[src/rtl/ptw_pkg.sv]
package ptw_pkg;
  typedef enum logic [1:0] {
    FLT_NONE   = 2'd0,
    FLT_L1_INV = 2'd1,
    FLT_L2_INV = 2'd2,
    FLT_PROT   = 2'd3
  } ptw_fault_e;

  typedef enum logic [2:0] {
    ST_IDLE = 3'd0,
    ST_L1   = 3'd1,
    ST_L2   = 3'd2,
    ST_WB   = 3'd3,
    ST_DONE = 3'd4
  } ptw_state_e;

  // entry flag positions (shared by both table levels where relevant)
  localparam int unsigned BIT_VALID   = 0;
  localparam int unsigned BIT_REF     = 1;
  localparam int unsigned BIT_DIRTY   = 2;
  localparam int unsigned BIT_WR_OK   = 3;
  localparam int unsigned BIT_USER_OK = 4;
endpackage

[src/rtl/ptw_addr_gen.sv]
module ptw_addr_gen #(
  parameter int unsigned VA_W     = 32,
  parameter int unsigned PA_W     = 32,
  parameter int unsigned OFF_W    = 13,
  parameter int unsigned L1_W     = 10,
  parameter int unsigned L2_W     = 9,
  parameter int unsigned ENT_LOG2 = 2
) (
  input  logic [VA_W-1:0]  vaddr,
  input  logic [PA_W-1:0]  ptbr,
  input  logic [PA_W-1:0]  l1_entry,
  output logic [PA_W-1:0]  l1_addr,
  output logic [PA_W-1:0]  l2_addr,
  output logic [OFF_W-1:0] offset
);
  localparam int unsigned L1_SPAN = L1_W + ENT_LOG2;
  localparam int unsigned L2_SPAN = L2_W + ENT_LOG2;

  // table base aligned to the table size, plus index scaled by entry size
  function automatic logic [PA_W-1:0] slot_addr(input logic [PA_W-1:0] base,
                                                input logic [PA_W-1:0] idx,
                                                input int unsigned     span);
    logic [PA_W-1:0] keep;
    keep = ~((PA_W'(1) << span) - PA_W'(1));
    return (base & keep) | (idx << ENT_LOG2);
  endfunction

  assign l1_addr = slot_addr(ptbr, PA_W'(vaddr[VA_W-1 -: L1_W]), L1_SPAN);
  assign l2_addr = slot_addr(l1_entry, PA_W'(vaddr[OFF_W +: L2_W]), L2_SPAN);
  assign offset  = vaddr[OFF_W-1:0];
endmodule

[src/rtl/ptw_pte_check.sv]
module ptw_pte_check
  import ptw_pkg::*;
#(
  parameter int unsigned PTE_W   = 32,
  parameter int unsigned FRAME_W = 19
) (
  input  logic [PTE_W-1:0]   pte,
  input  logic               is_write,
  input  logic               is_user,
  output ptw_fault_e         fault,
  output logic [FRAME_W-1:0] frame,
  output logic [PTE_W-1:0]   wb_data
);
  function automatic ptw_fault_e classify(input logic [PTE_W-1:0] e,
                                          input logic w, input logic u);
    if (!e[BIT_VALID]) return FLT_L2_INV;
    if ((w && !e[BIT_WR_OK]) || (u && !e[BIT_USER_OK])) return FLT_PROT;
    return FLT_NONE;
  endfunction

  function automatic logic [PTE_W-1:0] mark_used(input logic [PTE_W-1:0] e,
                                                 input logic w);
    logic [PTE_W-1:0] r;
    r = e;
    r[BIT_REF] = 1'b1;
    if (w) r[BIT_DIRTY] = 1'b1;
    return r;
  endfunction

  assign fault   = classify(pte, is_write, is_user);
  assign frame   = pte[PTE_W-1 -: FRAME_W];
  assign wb_data = mark_used(pte, is_write);
endmodule

[src/rtl/ptw_walker.sv]
module ptw_walker
  import ptw_pkg::*;
#(
  parameter int unsigned VA_W  = 32,
  parameter int unsigned PA_W  = 32,
  parameter int unsigned OFF_W = 13,
  parameter int unsigned L1_W  = 10,
  parameter int unsigned L2_W  = 9
) (
  input  logic            clk,
  input  logic            rst_n,
  input  logic            req_valid,
  output logic            req_ready,
  input  logic [VA_W-1:0] req_vaddr,
  input  logic            req_write,
  input  logic            req_user,
  input  logic [PA_W-1:0] ptbr,
  output logic            done,
  output logic [1:0]      fault,
  output logic [PA_W-1:0] paddr,
  output logic            mem_req,
  output logic            mem_we,
  output logic [PA_W-1:0] mem_addr,
  output logic [PA_W-1:0] mem_wdata,
  input  logic            mem_ack,
  input  logic [PA_W-1:0] mem_rdata
);
  localparam int unsigned PTE_W   = PA_W;
  localparam int unsigned FRAME_W = PA_W - OFF_W;

  ptw_state_e       state;
  logic [VA_W-1:0]  va_q;
  logic             wr_q, us_q;
  logic [PA_W-1:0]  ptbr_q, l1_q, l2_q, paddr_q;
  ptw_fault_e       fault_q;

  logic [PA_W-1:0]    l1_addr, l2_addr, wb_data, pte_in;
  logic [OFF_W-1:0]   offset;
  logic [FRAME_W-1:0] frame;
  ptw_fault_e         l2_fault;

  // named events
  logic accept, l1_resp, l1_invalid, l2_resp, wb_resp;
  assign accept     = req_valid && req_ready;
  assign l1_resp    = (state == ST_L1) && mem_ack;
  assign l1_invalid = l1_resp && !mem_rdata[BIT_VALID];
  assign l2_resp    = (state == ST_L2) && mem_ack;
  assign wb_resp    = (state == ST_WB) && mem_ack;

  ptw_addr_gen #(
    .VA_W(VA_W), .PA_W(PA_W), .OFF_W(OFF_W), .L1_W(L1_W), .L2_W(L2_W), .ENT_LOG2(2)
  ) u_addr (
    .vaddr(va_q), .ptbr(ptbr_q), .l1_entry(l1_q),
    .l1_addr(l1_addr), .l2_addr(l2_addr), .offset(offset)
  );

  assign pte_in = (state == ST_L2) ? mem_rdata : l2_q;

  ptw_pte_check #(.PTE_W(PTE_W), .FRAME_W(FRAME_W)) u_chk (
    .pte(pte_in), .is_write(wr_q), .is_user(us_q),
    .fault(l2_fault), .frame(frame), .wb_data(wb_data)
  );

  always_ff @(posedge clk) begin
    if (!rst_n) begin
      state   <= ST_IDLE;
      va_q    <= '0;
      wr_q    <= 1'b0;
      us_q    <= 1'b0;
      ptbr_q  <= '0;
      l1_q    <= '0;
      l2_q    <= '0;
      paddr_q <= '0;
      fault_q <= FLT_NONE;
    end else begin
      case (state)
        ST_IDLE: if (accept) begin
          va_q   <= req_vaddr;
          wr_q   <= req_write;
          us_q   <= req_user;
          ptbr_q <= ptbr;
          state  <= ST_L1;
        end
        ST_L1: if (l1_resp) begin
          l1_q <= mem_rdata;
          if (l1_invalid) begin
            fault_q <= FLT_L1_INV;
            paddr_q <= '0;
            state   <= ST_DONE;
          end else begin
            state <= ST_L2;
          end
        end
        ST_L2: if (l2_resp) begin
          l2_q    <= mem_rdata;
          fault_q <= l2_fault;
          if (l2_fault == FLT_NONE) begin
            paddr_q <= {frame, offset};
            state   <= ST_WB;
          end else begin
            paddr_q <= '0;
            state   <= ST_DONE;
          end
        end
        ST_WB:   if (wb_resp) state <= ST_DONE;
        ST_DONE: state <= ST_IDLE;
        default: state <= ST_IDLE;
      endcase
    end
  end

  assign req_ready = (state == ST_IDLE);
  assign done      = (state == ST_DONE);
  assign fault     = fault_q;
  assign paddr     = paddr_q;
  assign mem_req   = (state == ST_L1) || (state == ST_L2) || (state == ST_WB);
  assign mem_we    = (state == ST_WB);
  assign mem_addr  = (state == ST_L1) ? l1_addr : l2_addr;
  assign mem_wdata = wb_data;

  assert_req_hold_R10: assert property (@(posedge clk) disable iff (!rst_n)
    mem_req && !mem_ack |=> mem_req && $stable(mem_addr) && $stable(mem_we));
  assert_busy_R10: assert property (@(posedge clk) disable iff (!rst_n)
    mem_req |-> !req_ready);
  assert_done_pulse_R9: assert property (@(posedge clk) disable iff (!rst_n)
    done |=> !done);
  assert_fault_zero_R9: assert property (@(posedge clk) disable iff (!rst_n)
    done && (fault != 2'd0) |-> paddr == '0);
  assert_offset_R7: assert property (@(posedge clk) disable iff (!rst_n)
    done && (fault == 2'd0) |-> paddr[OFF_W-1:0] == va_q[OFF_W-1:0]);
  assert_wb_first_R8: assert property (@(posedge clk) disable iff (!rst_n)
    done && (fault == 2'd0) |-> $past(mem_we && mem_ack));
endmodule

[config.mk]
export PLATFORM = sky130hd
export DESIGN_NAME = ptw_walker
export DESIGN_NICKNAME = d
export VERILOG_FILES = /design/src/rtl/ptw_pkg.sv /design/src/rtl/ptw_addr_gen.sv /design/src/rtl/ptw_pte_check.sv /design/src/rtl/ptw_walker.sv
export SDC_FILE = /design/constraint.sdc
export NUM_CORES = 1
export LEC_CHECK = 0
export ABC_CLOCK_PERIOD_IN_PS = 2000
export BUFFER_PORTS_ARGS = -buffer_cell sky130_fd_sc_hd__buf_2
export CAP_MARGIN = 40
export CORE_MARGIN = 2
export CORE_UTILIZATION = 30
export DETAILED_ROUTE_END_ITERATION = 12
export PLACE_DENSITY_LB_ADDON = 0.08
export SLEW_MARGIN = 10
export SYNTH_ARGS = -nofsm -noshare
export SYNTH_HDL_FRONTEND = slang
export SYNTH_SLANG_ARGS = --single-unit
[constraint.sdc]
create_clock -name clk -period 2 [get_ports clk]
set_input_delay 0.4 -clock clk [delete_from_list [all_inputs] [get_ports clk]]
set_output_delay 0.4 -clock clk [all_outputs]
set_load 0.03 [all_outputs]
==> summary.md <==
| Metric | Value |
|---|---|
| Number of buffers added on ports | 187 |
| Crit path max fanout | 21 |
| Final hold vios | 0 |
| Die span in y | 145 um |
| Met1 usage | 21.6% |
| CP Launch Type | flop |
| Clock latency at the later pin of the worst-skew pair | 0.42 ns |
| Mapped Area | 6010 um^2 |
| Die footprint | 21200 um^2 |
| Crit. End Element | output port |
| Setup WS pre-CTS | -0.0331 ns |
| Total gr overflow | 0 |
| Worst Hold Depth | 3 |
| Failing checks | negative setup slack |
| Unrepaired setup endpoints after global routing | yes |
| Synth warn | 0 |
| TritonRoute pass-1 iters | 4 |
| DR DRC count | 0 |
| Worst-path clk slew | 0.07 ns |
| Initial Utilization | 30.8% |
| Core box area | 19500 um^2 |
| Syn-to-layout area delta | 44.7% |
| GP Congestion | 0.761 |
| Share of cells above drive strength 1 | 38.3% |
| Cell count after synthesis | 665 |
| Final setup vio count | 95 |
| CP required | 1.60 ns |
| Peak Freq | 434 MHz |
| Pwr/cell area | 840 nW/um^2 |
| Drt wl/cell | 16.2 um |
| Post-CTS Hold Fix Bufs | 0 |
| Yosys reg bits | 143 |
| Max cap viols | 0 |
| Final #Nets | 962 |
| Fin cells | 1138 |
| Setup CP Type | flop to output port |
| Finished Cell Area | 8690 um^2 |
| Global-route layer with the greatest usage | met2 |
| Iter 0 DRT Violations | 179 |
| Min Tclk post-route | 2.30 ns |
| CTS tree | done |
| Status | finished, violations left |
| # clock sinks | 143 |
| Post-route ant nets | 0 |
| Yosys cell types | 39 |
| First-pass GRT wire length | 29.4 mm |
| Tcrit/Tclk final | 115% |
| Die width | 145 um |
| # IOs | 204 |
| Clock Path Buffers | 2 |
| Total negative setup slack | -17.53 ns |
| CP arrival | 1.90 ns |
| Synth Area per Inst | 9.03 um^2 |
| Vias in the first global route | 5527 |
| Met2 usage | 28.7% |
| # rows | 51 |
| M3 GR Usage | 5.36% |
| VDD IR-drop max | 0.000557 V |
| Worst hold-check path type | primary input to flop |
| Clk root buf | clkbuf_16 |
| Worst Tran Pin Value | 0.530 ns |
| Placed cells | 1092 |
| Core Util, Final | 44.5% |
| Cts bufs inserted | 17 |
| Largest net degree at the start of global routing | 57 |
| Via-to-Cell Ratio | 4.66 |
| Sequential share of the synthesized area | 47.7% |
| Initial antenna violation count | 0 |
| Total number of vias | 5306 |
| DP HPWL | 12.2 mm |
| Fin. max-slew vios | 0 |
| Slew HR | 64.7% |
| Htree depth | 4 |
| Antenna diode instance count | 0 |
| Overall routed net length | 18.4 mm |
| Placement Cell Area | 7320 um^2 |
| Leakage | 3.70 nW |
| Setup Skew | 0.00616 ns |
| Final setup margin | -0.305 ns |
| Worst r2r path cells | 8 |
| All-Layer GR Usage | 17.4% |
## synth_stat cells, drive strengths merged
cell type | number | area (um^2)
or3 | 1 | 6.26
a21oi | 1 | 5.00
a21boi | 106 | 796
a22oi | 1 | 7.51
buf | 9 | 73.8
a31oi | 1 | 6.26
mux2i | 2 | 23.8
and3b | 1 | 8.76
or3b | 1 | 8.76
a211o | 1 | 8.76
nor2b | 1 | 6.26
clkbuf | 45 | 170
conb | 2 | 7.51
o2bb2ai | 1 | 8.76
mux2 | 58 | 653
a2111oi | 1 | 27.5
nand3 | 4 | 20.0
a2bb2oi | 1 | 8.76
o31a | 1 | 8.76
inv | 5 | 18.8
nand3b | 1 | 7.51
a221o | 1 | 10.0
o211ai | 1 | 7.51
nor3 | 3 | 15.0
a22o | 32 | 280
dfxtp | 143 | 2860
nand2b | 1 | 6.26
o21bai | 2 | 15.0
nor4b | 2 | 23.8
nor3b | 1 | 7.51
and2 | 2 | 12.5
o21ai | 7 | 35.0
nor2 | 6 | 22.5
nand2 | 220 | 826
## worst paths after layout
kind                 startpoint            to  slack (ns)
setup / recovery       state[1]  mem_wdata[3]       -0.30
setup reg to reg       state[1]     paddr[30]       -0.17
hold / removal    req_vaddr[26]      va_q[26]        0.22
hold reg to reg         va_q[3]       va_q[3]        0.46
## cell usage in the layout (no fill, tap or decap), types with 3 or more instances in the layout
| cell type | count |
|---|---|
| a21boi_0 | 106 |
| clkbuf_16 | 19 |
| inv_1 | 4 |
| buf_2 | 124 |
| nand2_1 | 218 |
| a22o_1 | 32 |
| inv_8 | 3 |
| dfxtp_1 | 140 |
| mux2_2 | 28 |
| buf_4 | 27 |
| nand3_1 | 3 |
| conb_1 | 3 |
| mux2_4 | 30 |
| buf_12 | 5 |
| nor2_1 | 5 |
| inv_6 | 4 |
| clkinvlp_4 | 4 |
| buf_6 | 66 |
| o21ai_0 | 6 |
## critical path, stage by stage, from the launching register on
cell and delay, ns:
dfxtp_4 0.37, or3b_4 0.44, buf_12 0.18, mux2_2 0.31, buf_4 0.18
## logic make-up after synthesis
group           count (synthesis)  synth area share, %
other cells                     2                0.125
simple gates                  244                 16.2
buf+inv                        59                 4.37
flops                         143                 47.7
mux                            60                 11.3
compound gates                157                 20.4
## per-layer routing
metal / vias to the layer above / wire length [um]
li1: 2630 / -
met1: 2503 / 8400
met2: 153 / 8630
met3: 20 / 1140
met4: 0 / 240
met5: - / 0
## final cells by class
class	instances	area, um^2
sequential	143	2870
timing repair buffer	229	1810
tap	265	332
clock inverter	15	176
inverter	5	18.8
multi-input combinational	464	3060
fill	1950	10800
clock buffer	17	425
## sequential cells by signal, indices dropped and copies added (netlist names)
signal / count
paddr: 32
fault: 2
l1_q: 21
wr_q: 1
va_q: 32
us_q: 1
l2_q: 31
ptbr_q: 20
state: 3
## stage by stage
step | power, mW | hold slack (ns)
final | 7.30 | 0.223
after floorplan | 3.58 | 0.440
after detailed placement | 3.92 | 0.455
after CTS | 7.37 | 0.206
after global routing | 7.62 | 0.220
after global placement | 3.91 | 0.447
## what timing repair did
item                       4_1_cts  5_1_grt
pin swaps                        2        1
gates cloned                     3        2
resized for setup              166       13
buffers inserted                 8        2
setup endpoints to repair       95       96
## power by group
part           switching (mW)  internal, mW
sequential             0.0580          2.95
combinational           0.569         0.460
clock                    1.38          1.88
Power figures use the tool's default switching activity.
